File: src/rtl/partition_pkg.sv
package partition_pkg;

  typedef enum logic [1:0] {
    PS_CONNECTED   = 2'd0,
    PS_PARTITIONED = 2'd1,
    PS_WATCHING    = 2'd2
  } partState_t;

  // strobes from control to datapath
  typedef struct packed {
    logic clearAll;
    logic clearStreak;
  } ctrlStrobe_t;

  // events reported by the datapath, already qualified by the bit strobe
  typedef struct packed {
    logic sqeTrip;
    logic streakTrip;
    logic cleanLongEnd;
    logic attemptEnd;
  } dpStatus_t;

endpackage

File: src/rtl/part_datapath.sv
module part_datapath
  import partition_pkg::*;
#(
  parameter int SQE_LIMIT     = 2048,
  parameter int ATTEMPT_LIMIT = 32,
  parameter int RECON_LEN     = 512
) (
  input  logic        clk,
  input  logic        rstN,
  input  logic        bitTick,
  input  logic        txActive,
  input  logic        collision,
  input  ctrlStrobe_t strobe,
  output dpStatus_t   status
);

  localparam int SQE_W    = $clog2(SQE_LIMIT + 1);
  localparam int STREAK_W = $clog2(ATTEMPT_LIMIT);
  localparam int LEN_W    = $clog2(RECON_LEN + 1);
  localparam logic [SQE_W-1:0]    SQE_MAX    = SQE_W'(SQE_LIMIT);
  localparam logic [STREAK_W-1:0] STREAK_MAX = STREAK_W'(ATTEMPT_LIMIT - 1);
  localparam logic [LEN_W-1:0]    LEN_MAX    = LEN_W'(RECON_LEN);

  logic                txPrev;
  logic                attemptColl;
  logic [SQE_W-1:0]    sqeCnt;
  logic [STREAK_W-1:0] collStreak;
  logic [LEN_W-1:0]    txLen;
  logic                attemptStart;
  logic                attemptEnd;

  assign attemptStart = txActive & ~txPrev;
  assign attemptEnd   = ~txActive & txPrev;

  always_ff @(posedge clk or negedge rstN) begin
    if (!rstN) begin
      txPrev      <= 1'b0;
      attemptColl <= 1'b0;
      sqeCnt      <= '0;
      collStreak  <= '0;
      txLen       <= '0;
    end else if (bitTick) begin
      txPrev <= txActive;
      if (strobe.clearAll) begin
        attemptColl <= 1'b0;
        sqeCnt      <= '0;
        collStreak  <= '0;
        txLen       <= '0;
      end else begin
        // continuous SQE duration
        if (!collision)            sqeCnt <= '0;
        else if (sqeCnt < SQE_MAX) sqeCnt <= sqeCnt + 1'b1;
        // per-attempt bookkeeping
        if (attemptStart) begin
          attemptColl <= collision;
          txLen       <= LEN_W'(1);
        end else if (txActive) begin
          attemptColl <= attemptColl | collision;
          if (txLen < LEN_MAX) txLen <= txLen + 1'b1;
        end
        // consecutive colliding attempts
        if (strobe.clearStreak)   collStreak <= '0;
        else if (attemptEnd) begin
          if (!attemptColl)                  collStreak <= '0;
          else if (collStreak != STREAK_MAX) collStreak <= collStreak + 1'b1;
        end
      end
    end
  end

  always_comb begin
    status.sqeTrip      = bitTick & collision & (sqeCnt >= SQE_MAX);
    status.streakTrip   = bitTick & attemptEnd & attemptColl & (collStreak == STREAK_MAX);
    status.cleanLongEnd = bitTick & attemptEnd & ~attemptColl & (txLen >= LEN_MAX);
    status.attemptEnd   = bitTick & attemptEnd;
  end

  assert_streak_clean_reset_R3: assert property (@(posedge clk) disable iff (!rstN)
    (bitTick && attemptEnd && !attemptColl) |=> (collStreak == '0));

  assert_sqe_idle_R1: assert property (@(posedge clk) disable iff (!rstN)
    (bitTick && !collision) |=> (sqeCnt == '0));

  assert_counters_hold_R8: assert property (@(posedge clk) disable iff (!rstN)
    !bitTick |=> ($stable(sqeCnt) && $stable(collStreak) && $stable(txLen)));

endmodule

File: src/rtl/part_ctrl.sv
module part_ctrl
  import partition_pkg::*;
(
  input  logic        clk,
  input  logic        rstN,
  input  logic        bitTick,
  input  logic        portEnable,
  input  logic        collision,
  input  dpStatus_t   status,
  output ctrlStrobe_t strobe,
  output logic        partFlag
);

  partState_t state;
  partState_t stateNext;

  always_comb begin
    stateNext = state;
    if (!portEnable) begin
      stateNext = PS_CONNECTED;
    end else begin
      unique case (state)
        PS_CONNECTED:
          if (status.sqeTrip || status.streakTrip) stateNext = PS_PARTITIONED;
        PS_PARTITIONED:
          if (!collision) stateNext = PS_WATCHING;
        PS_WATCHING:
          if (collision)                stateNext = PS_PARTITIONED;
          else if (status.cleanLongEnd) stateNext = PS_CONNECTED;
        default: stateNext = PS_CONNECTED;
      endcase
    end
  end

  always_ff @(posedge clk or negedge rstN) begin
    if (!rstN)        state <= PS_CONNECTED;
    else if (bitTick) state <= stateNext;
  end

  always_comb begin
    strobe.clearAll    = ~portEnable;
    strobe.clearStreak = (state != PS_CONNECTED);
  end

  assign partFlag = (state != PS_CONNECTED);

  assert_disable_clears_R6: assert property (@(posedge clk) disable iff (!rstN)
    (bitTick && !portEnable) |=> !partFlag);

  assert_enter_has_trip_R2: assert property (@(posedge clk) disable iff (!rstN)
    $rose(partFlag) |-> $past(status.sqeTrip || status.streakTrip));

  assert_leave_has_cause_R5: assert property (@(posedge clk) disable iff (!rstN)
    $fell(partFlag) |-> $past(status.cleanLongEnd || !portEnable));

  assert_state_hold_R8: assert property (@(posedge clk) disable iff (!rstN)
    !bitTick |=> $stable(state));

endmodule

File: src/rtl/port_partition_ctrl.sv
module port_partition_ctrl
  import partition_pkg::*;
#(
  parameter int NUM_PORTS     = 4,
  parameter int SQE_LIMIT     = 2048,
  parameter int ATTEMPT_LIMIT = 32,
  parameter int RECON_LEN     = 512
) (
  input  logic                 clk,
  input  logic                 rstN,
  input  logic                 bitTick,
  input  logic [NUM_PORTS-1:0] portEnable,
  input  logic [NUM_PORTS-1:0] txActive,
  input  logic [NUM_PORTS-1:0] rxActive,
  input  logic [NUM_PORTS-1:0] collision,
  output logic [NUM_PORTS-1:0] partitioned,
  output logic [NUM_PORTS-1:0] rxGated
);

  for (genvar i = 0; i < NUM_PORTS; i++) begin : g_port
    ctrlStrobe_t strobe;
    dpStatus_t   status;
    logic        partFlag;

    part_datapath #(
      .SQE_LIMIT    (SQE_LIMIT),
      .ATTEMPT_LIMIT(ATTEMPT_LIMIT),
      .RECON_LEN    (RECON_LEN)
    ) u_dp (
      .clk      (clk),
      .rstN     (rstN),
      .bitTick  (bitTick),
      .txActive (txActive[i]),
      .collision(collision[i]),
      .strobe   (strobe),
      .status   (status)
    );

    part_ctrl u_ctrl (
      .clk       (clk),
      .rstN      (rstN),
      .bitTick   (bitTick),
      .portEnable(portEnable[i]),
      .collision (collision[i]),
      .status    (status),
      .strobe    (strobe),
      .partFlag  (partFlag)
    );

    assign partitioned[i] = partFlag;
    assign rxGated[i]     = rxActive[i] & portEnable[i] & ~partFlag;

    assert_rx_masked_R4: assert property (@(posedge clk) disable iff (!rstN)
      partitioned[i] |-> !rxGated[i]);
  end

endmodule

File: config.mk
export PLATFORM = sky130hd
export DESIGN_NAME = port_partition_ctrl
export DESIGN_NICKNAME = d
export VERILOG_FILES = /design/src/rtl/partition_pkg.sv /design/src/rtl/part_datapath.sv /design/src/rtl/part_ctrl.sv /design/src/rtl/port_partition_ctrl.sv
export SDC_FILE = /design/constraint.sdc
export NUM_CORES = 1
export LEC_CHECK = 0
export BUFFER_PORTS_ARGS = -buffer_cell sky130_fd_sc_hd__buf_2
export CAP_MARGIN = 20
export CELL_PAD_IN_SITES_DETAIL_PLACEMENT = 0
export CELL_PAD_IN_SITES_GLOBAL_PLACEMENT = 1
export CORE_ASPECT_RATIO = 1.1
export CORE_MARGIN = 2
export CORE_UTILIZATION = 25
export DETAILED_ROUTE_END_ITERATION = 7
export PLACE_DENSITY_LB_ADDON = 0.25
export SYNTH_ARGS = -nofsm -noshare
export SYNTH_HDL_FRONTEND = slang
export SYNTH_SLANG_ARGS = --single-unit
File: constraint.sdc
create_clock -name clk -period 3.43 [get_ports clk]
set_input_delay 0.686 -clock clk [delete_from_list [all_inputs] [get_ports clk]]
set_output_delay 0.686 -clock clk [all_outputs]
set_load 0.01 [all_outputs]
# Word level (Yosys, flattened, before mapping)

Index checks and enable logic that the tools add are counted.

Bits of input ports: 19
Word-level logic and storage cells: 280
Register bits after elaboration: 124
Output and inout port bits: 8
Memory bits (read-only): 0
Bits in latches: 0
Memories: 0
Memory bits (writable): 0

Equal/unequal tests: 48
$mul: 0
$add $sub $neg: 12
Shift-type cells: 0
$lt $le $gt $ge: 16
Reductions and logical operators: 32
Divide/modulo/power cells: 0
Mux-type cells: 84
Bitwise operators: 64

Operators with widths:

| cell                                                | count |
|---|---|
| 2-to-1 mux 10 bit                                   | 16 |
| 2-to-1 mux 12 bit                                   | 12 |
| 2-to-1 mux 5 bit                                    | 20 |
| adder 12 x 1 -> 12 bit (second input constant)      | 4 |
| >= comparator 12 bit (second input constant)        | 4 |
| less-than comparator 12 bit (second input constant) | 4 |
| bitwise AND 1 bit                                   | 44 |
| adder 10 x 1 -> 10 bit (second input constant)      | 4 |
| >= comparator 10 bit (second input constant)        | 4 |
| less-than comparator 10 bit (second input constant) | 4 |
| 2-to-1 mux 2 bit                                    | 20 |
| != test 3 x 1 -> 1 bit (second input constant)      | 12 |
| != test 4 bit (second input constant)               | 8 |
| != test 3 x 2 -> 1 bit (second input constant)      | 8 |
| one-hot mux 2 bit (3 select lines)                  | 4 |
| AND reduction 3 bit                                 | 8 |
| adder 5 x 1 -> 5 bit (second input constant)        | 4 |
| == test 5 bit (second input constant)               | 4 |
| != test 5 bit (second input constant)               | 4 |
| inverter 1 bit                                      | 16 |
| AND reduction 2 bit                                 | 8 |
| AND reduction 4 bit                                 | 4 |
| 2-to-1 mux 1 bit                                    | 12 |
| != test 3 bit (second input constant)               | 4 |
| 6 further kinds                                     | 24 |

# Longest topological paths before layout

Gate-level depths: netlist (run 1).

Word-level depth: 9
Gate-level depth with buffers: 7
Mapped depth without buffers: 7

# Modules after synthesis

From an unflattened synthesis (run 1), not the netlist that was laid out.

Cells, all modules: 779
Area, all modules: 7160.6 sq um

By module, submodules not included:

| module                              | seq. area each (sq um) | instances | cells each | area each (sq um) |
|---|---|---|---|---|
| part_datapath at g_port[0].u_dp ... | 725.7                  | 2         | 178        | 1644.1 |
| part_datapath at g_port[1].u_dp     | 725.7                  | 1         | 178        | 1660.3 |
| part_datapath at g_port[3].u_dp     | 725.7                  | 1         | 173        | 1596.5 |
| part_ctrl                           | 50.0                   | 4         | 16         | 137.6 |
| port_partition_ctrl                 | 0.0                    | 1         | 8          | 65.1 |

# Worst setup path after synthesis (run 1)

No wires, ideal clock.

Path type: input to output
Start point: input portEnable[2]
End point: output rxGated[2]
Slack: 1448 ps
Path buffers: 1
Cell stages on the path: 3
Arrival: 1296 ps
Required time: 2744 ps
Cell sequence: buf_2 > nor3b_1 > and2_1

Cells in the longest elaborated chain, start to end: 2

Ends and longest elaborated chain:

| element                         | RTL line                  | RTL |
|---|---|---|
| from (decl)                     | port_partition_ctrl.sv:12 | `input logic [NUM_PORTS-1:0] portEnable,` |
| bitwise AND 1 bit (2 in series) | port_partition_ctrl.sv:51 | `assign rxGated[i] = rxActive[i] & portEnable[i] & ~partFlag;` |
| to (decl)                       | port_partition_ctrl.sv:17 | `output logic [NUM_PORTS-1:0] rxGated` |

Every way passes these cells.

# Final worst setup path (run 1)

Ends and elaborated chain as after synthesis.

==> impl_results.md, run 1 <==
- Data arrival time of the worst path: 1.63 ns
- Result of the run: finished clean
- Initial Utilization: 0.255
- Post-route cell area: 0.00827 sq mm
- Final Wtd Congestion: 0.729
- Clock tree from TritonCTS: done
- Number of global-route vias before repair: 5832
- Fill count: 2908
- Max-cap viol count: 0
- Minimum hold slack: 0.294 ns
- Total power of the final layout: 4.03 mW
- Synthesized instance count: 778
- Die H: 181 um
- Number of pins exceeding their max-slew limit in the final report: 0
- Detailed Place HPWL: 11300 um
- Multi-input gate area in the final layout: 0.00372 sq mm
- Total negative slack for setup checks: 0 ns
- # Post-CTS Setup Buffers: 0
- Ratio of routed vias to standard cells: 5.03
- Clock network fraction of design power: 0.470
- Drc violations: 0
- H-Tree Level Count: 4
- Sequential Area: 0.00310 sq mm
- Initial detailed-routing violation count: about 350
- Worst-case setup margin in the final layout: 1.12 ns
- Proportion of netlist area held by the largest area contributor: 0.435
- Largest cells by area after synthesis: dfrtp_1 43%, o21ai_0 6.5%, ha_1 4.2%, nand2_1 3.3%, o31ai_1 2.7%
- Number of antenna violations at the first check in global routing: 0
- Total power divided by cell area: 487 mW/mm^2
- Antenna-violating nets left: 0
- Site Rows: 64
- Total congestion overflow: 0
- Layout cell share with drive strength beyond 1: 0.114
- Placed Cells incl. Taps: 1140
- WS Path Type: input pin to output pin
- Tightest slew margin relative to the limit: 0.515
- Worst setup timing slack at the placement stage: just over 1 ns
- Number of unique standard cell types used by synthesis: 70
- Final period demand of the worst path: 2.31 ns
- Clock root cell: clkbuf_16
- Category of the worst setup path launch point: input pin
- Proportion of power drawn by flip-flops and latches: 0.409
- Primary FF master, synth: dfrtp_1
- Seq cells post-synth: around 120
- DR vias: just under 6000
- Fraction of the yosys area taken by sequential cells: 0.435
- Total placed instance area: 0.00764 sq mm
- Critical Path Sink Type: output pin
- First-pass iteration count of the detailed router: 4
- Yosys warning total: 0
- Share of flip-flops with an asynchronous set or reset: 1.00
- Number of enable flip-flop cells after synthesis: 0
- Maximum clock path buffer count: 2
- Count of antenna diodes in the layout: 0
- Pin count of the biggest net entering global routing: 73
- Global-route wire length before repair: 29100 um
- TritonCTS buffer count: 17
- Switching fraction of total power: 0.257
- Clk_skew: between 0.007 and 0.008 ns
- Placeable core region: 0.0279 sq mm
- Die area: 0.0299 sq mm
- RSZ-0062 raised after global routing: no
- Fmax achieved: 433 MHz
- Worst Tran Pin Value: slightly above 0.7 ns
- WP data required: about 2.7 ns
- Part of the power in combinational logic: 0.121
- Number of buffers added to fix hold violations after cts: 0
- Final std cells w/o fill: 1172
- Final cell utilization of the core: 0.296
- Switching power of the nets: 1.04 mW
- Aggregate global-route resource usage: 0.119
- Synthesis-to-layout area growth: 15.8%
- Setup violators final: 0
- Wire length after detailed routing: ~17000 um
- Die Width: between 150 and 200 um
- Mean instance size in the synthesized netlist: 9.17 sq um
- Clock sink count: 124
- Gates resized, CTS repair: 0
- Post-synthesis net count: 821
- Number of nets in the layout: 839
- Routed length per instance: about 14 um
- Largest vdd supply drop: about 220 uV
- Worst Path Max Fanout: 15
- Library cell with the largest summed area after synthesis: dfrtp_1
- Number of hold violations in the final report: 0
- Cell area after synthesis: 0.00714 sq mm
- Path type of the worst min-delay path: input pin to asynchronous set/reset pin
- Total of buffers placed on input and output ports: 26
- Internal Power: 2.99 mW
- Static power due to leakage: around 3.5 nW
- Clock insertion delay at the later pin of the skew report: 0.41 ns
- Clock slew at reported path FFs: 0.05 ns
- Final period utilization: 0.674
- Top-Level Pins: 27
[synth_stat cells, types with 3 or more instances]
master,number
o31ai_1,26
nand2_1,63
nor3b_1,4
or2_2,4
or3_1,8
nand2b_1,19
dfrtp_1,124
nor2b_1,7
and3b_1,3
a21o_1,5
o21ai_0,93
buf_4,5
mux2_2,10
a21boi_2,3
or4_1,10
o2111ai_1,4
a32oi_1,3
inv_1,41
nand3b_1,3
ha_1,24
and2_1,12
a41oi_1,7
xnor2_1,5
a211oi_1,3
nand4_1,22
and4b_1,4
nor3_1,8
a22o_1,11
clkbuf_1,14
xor2_1,9
buf_2,13
and4_1,3
o2bb2ai_1,3
and3_1,16
nor4_1,5
o21a_1,4
nor2_1,43
o22ai_1,5
o211ai_1,7
nand3_1,38
a31oi_1,16
a21oi_1,30
[cells in the final DEF (no fill, tap or decap), types with 8 or more instances in the layout]
cell type / instances
dfrtp_1: 124
o21ai_0: 93
nand2_1: 63
nor2_1: 43
inv_1: 41
nand3_1: 38
a21oi_1: 30
o31ai_1: 26
buf_2: 25
ha_1: 24
nand4_1: 22
nand2b_1: 19
clkbuf_16: 17
and3_1: 16
a31oi_1: 16
and2_1: 12
a22o_1: 11
mux2_2: 10
or4_1: 10
xor2_1: 9
nor3_1: 8
or3_1: 8
[final cells by class]
type,count,area share
clock buffer,26,0.0628
clock inverter,6,0.0127
inverter,41,0.0186
multi-input combinational,579,0.450
sequential,124,0.375
tap,363,0.0549
timing repair buffer,33,0.0259
[power groups by stage]
stage	sequential, mW	combinational (mW)	clock [mW]
5_1_grt	1.67	0.562	2.03
3_5_place_dp	1.67	0.502	0
4_1_cts	1.65	0.504	1.96
6_report	1.65	0.488	1.89
3_3_place_gp	1.68	0.506	0
2_1_floorplan	1.63	0.383	0
[per-layer routing]
| metal | up-vias | part of all wire | GRT usage |
|---|---|---|---|
| met2 | 74 | 0.47 | 0.192 |
| met4 | 0 | 0.0095 | 0.0407 |
| li1 | 2926 | - | - |
| met3 | 7 | 0.026 | 0.0257 |
| met1 | 2885 | 0.49 | 0.157 |
| met5 | - | 0 | 0 |
[worst paths after layout]
check,startpoint,endpoint,slack (ns),cells past startpoint
setup reg to reg,g_port[2].u_dp.collStreak[0]$_DFFE_PN0P_,g_port[2].u_dp.collStreak[2]$_DFFE_PN0P_,1.49,7
setup / recovery,portEnable[2],rxGated[2],1.12,4
hold reg to reg,g_port[0].u_dp.sqeCnt[7]$_DFFE_PN0P_,g_port[0].u_dp.sqeCnt[7]$_DFFE_PN0P_,0.48,1
max in group asynchronous,rstN,g_port[2].u_dp.collStreak[2]$_DFFE_PN0P_,2.44,2
min in group clk,g_port[0].u_dp.sqeCnt[7]$_DFFE_PN0P_,g_port[0].u_dp.sqeCnt[7]$_DFFE_PN0P_,0.48,1
hold / removal,rstN,g_port[3].u_dp.txLen[7]$_DFFE_PN0P_,0.29,1
[flip-flops by register name, indices dropped and copies added, names as in the netlist]
name                     count
g_port.u_dp.attemptColl      4
g_port.u_dp.txPrev           4
g_port.u_dp.sqeCnt          48
g_port.u_dp.txLen           40
g_port.u_dp.collStreak      20
g_port.u_ctrl.state          8
[kinds of logic (layout without fill, tap and decap cells)]
group,Yosys count,count (layout),share of synthesized area
and+or+nand+nor,290,290,0.228
DFF,124,124,0.435
AOI/OAI and AO/OA,241,241,0.218
adders and majority gates,24,24,0.0421
muxes,10,10,0.0158
xor gates and xnor gates,14,14,0.0172
buffers and inverters,75,106,0.0444
[critical path, cell delays in order]
cell and delay (ns):
buf_2 0.24, nor3b_1 0.39, and2_1 0.18, buf_2 0.12
No activity file was read; power rests on OpenSTA's default activity.
==> inputs of run 2 (changes only) <==
- clock period: 3.43 -> 2.1 ns (I/O delays scaled with it)
==> impl_results.md, run 2 (synthesized netlist as in run 1, its figures left out) <==
- Max-cap viol count: 0
- Die Width: ~170 um
- Die area: 0.0299 sq mm
- Initial Utilization: 0.255
- Result of the run: finished clean
- First-pass iteration count of the detailed router: 5
- TritonCTS buffer count: 17
- Global-route wire length before repair: approximately 30000 um
- Placed Cells incl. Taps: 1160
- Final period demand of the worst path: 1.92 ns
- Final Wtd Congestion: around 0.74
- R2R Setup Slk: ~0.18 ns
- Total congestion overflow: 0
- Fill count: 2940
- Max FFs per register: 48
- Site Rows: 64
- Clock tree from TritonCTS: done
- Total negative slack for setup checks: 0 ns
- Number of pins exceeding their max-slew limit in the final report: 0
- Total of buffers placed on input and output ports: 26
- Static power due to leakage: 3.61 nW
- Final period utilization: 0.913
- Maximum clock path buffer count: 2
- Number of nets in the layout: 860
- Clock root cell: clkbuf_16
- Clock insertion delay at the later pin of the skew report: ~0.42 ns
- Worst Tran Pin Value: 0.557 ns
- Post-route cell area: 0.00847 sq mm
- Number of global-route vias before repair: approximately 6000
- Drc violations: 0
- Number of antenna violations at the first check in global routing: 0
- Critical Path Sink Type: register
- # Post-CTS Setup Buffers: 0
- Synthesis-to-layout area growth: 18.6%
- H-Tree Level Count: 4
- Worst Path Max Fanout: 7
- Aggregate global-route resource usage: 0.123
- Commonest cells after routing, fill and taps aside: 124 x dfrtp_1, 92 x o21ai_0, 63 x nand2_1, 43 x nor2_1, 41 x inv_1
- Clock slew at reported path FFs: 0.06 ns
- Total power divided by cell area: 789 mW/mm^2
- Count of antenna diodes in the layout: 0
- WP data required: 2.44 ns
- Largest registers ranked by flip-flop count: g_port.u_dp.sqeCnt x48, g_port.u_dp.txLen x40, g_port.u_dp.collStreak x20
- Final std cells w/o fill: 1192
- Number of hold violations in the final report: 0
- Path type of the worst min-delay path: input pin to register
- Detailed Place HPWL: 12200 um
- Commonest non-fill, non-tap cell in the layout: dfrtp_1
- Fmax achieved: about 520 MHz
- Initial detailed-routing violation count: 344
- Tightest slew margin relative to the limit: 0.625
- RSZ-0062 raised after global routing: no
- Layout cell share with drive strength beyond 1: 0.136
- Clock sink count: 124
- Top-Level Pins: 27
- Data arrival time of the worst path: 2.26 ns
- Placeable core region: 0.0279 sq mm
- Largest vdd supply drop: between 500 and 600 uV
- Wire length after detailed routing: 17500 um
- Pin count of the biggest net entering global routing: 38
- Antenna-violating nets left: 0
- Die H: roughly 180 um
- DR vias: 5905
- Total power of the final layout: 6.68 mW
- Total placed instance area: 0.00784 sq mm
- Largest reg by FF count: g_port.u_dp.sqeCnt
- Clk_skew: about 0.0097 ns
- Setup violators final: 0
- WS Path Type: register to register
- Routed length per instance: 14.7 um
- Category of the worst setup path launch point: register
- Ratio of routed vias to standard cells: 4.95
- Final cell utilization of the core: 0.303
-- run 2: metrics by stage --
step                      hold WS (ns)  setup slack [ns]
after CTS                        0.311             0.168
after global routing             0.337           0.00786
after global placement           0.284             0.185
final                            0.333             0.182
after floorplan                  0.124             0.331
after detailed placement         0.283             0.167
-- run 2: power breakdown --
group | internal (mW) | switching, mW | total [mW]
clock network | 2.00 | 1.12 | 3.12
logic | 0.375 | 0.491 | 0.867
registers | 2.51 | 0.184 | 2.69
-- run 2: critical path: stages, from the launching register on --
cell and delay, ns:
dfrtp_1 0.40, ha_1 0.23, and3_1 0.19, ha_1 0.21, nand2_1 0.10, a31oi_2 0.16, or3_1 0.39, o21ai_0 0.15
-- run 2: area by class of cell --
type / instances / area [sq um] / area share
Multi-Input combinational cell: 579 / 3720 / 0.439
Sequential cell: 124 / 3100 / 0.366
Timing Repair Buffer: 54 / 424 / 0.0501
Tap cell: 363 / 454 / 0.0536
Clock buffer: 19 / 443 / 0.0523
Clock inverter: 12 / 171 / 0.0202
Inverter: 41 / 154 / 0.0182
-- run 2: timing repair --
action                                  in CTS  in global routing
resized for setup                            0                  1
endpoints found under the setup margin       0                  1
hold endpoints to repair                    15                  0
hold buffers                                 1                  0
-- run 2: metal layers --
| layer | wire length (um) | global-route usage | share of wire | vias up |
|---|---|---|---|---|
| li1 | - | - | - | 2959 |
| met1 | 8800 | 0.166 | 0.50 | 2897 |
| met2 | 8280 | 0.197 | 0.47 | 43 |
| met3 | 277 | 0.0269 | 0.016 | 6 |
| met4 | 124 | 0.0376 | 0.0071 | 0 |
| met5 | 0 | 0 | 0 | - |
-- run 2: final timing paths --
check / startpoint / cells after the start / to
worst max-delay path: g_port[1].u_dp.collStreak[0]$_DFFE_PN0P_ / 7 / g_port[1].u_dp.collStreak[2]$_DFFE_PN0P_
worst min-delay path: portEnable[3] / 3 / g_port[3].u_dp.txLen[0]$_DFFE_PN0P_
worst max register to register: g_port[1].u_dp.collStreak[0]$_DFFE_PN0P_ / 7 / g_port[1].u_dp.collStreak[2]$_DFFE_PN0P_
min in group asynchronous: rstN / 2 / g_port[3].u_dp.txLen[0]$_DFFE_PN0P_
worst min register to register: g_port[0].u_dp.sqeCnt[7]$_DFFE_PN0P_ / 1 / g_port[0].u_dp.sqeCnt[7]$_DFFE_PN0P_
max in group asynchronous: rstN / 3 / g_port[1].u_dp.txLen[6]$_DFFE_PN0P_
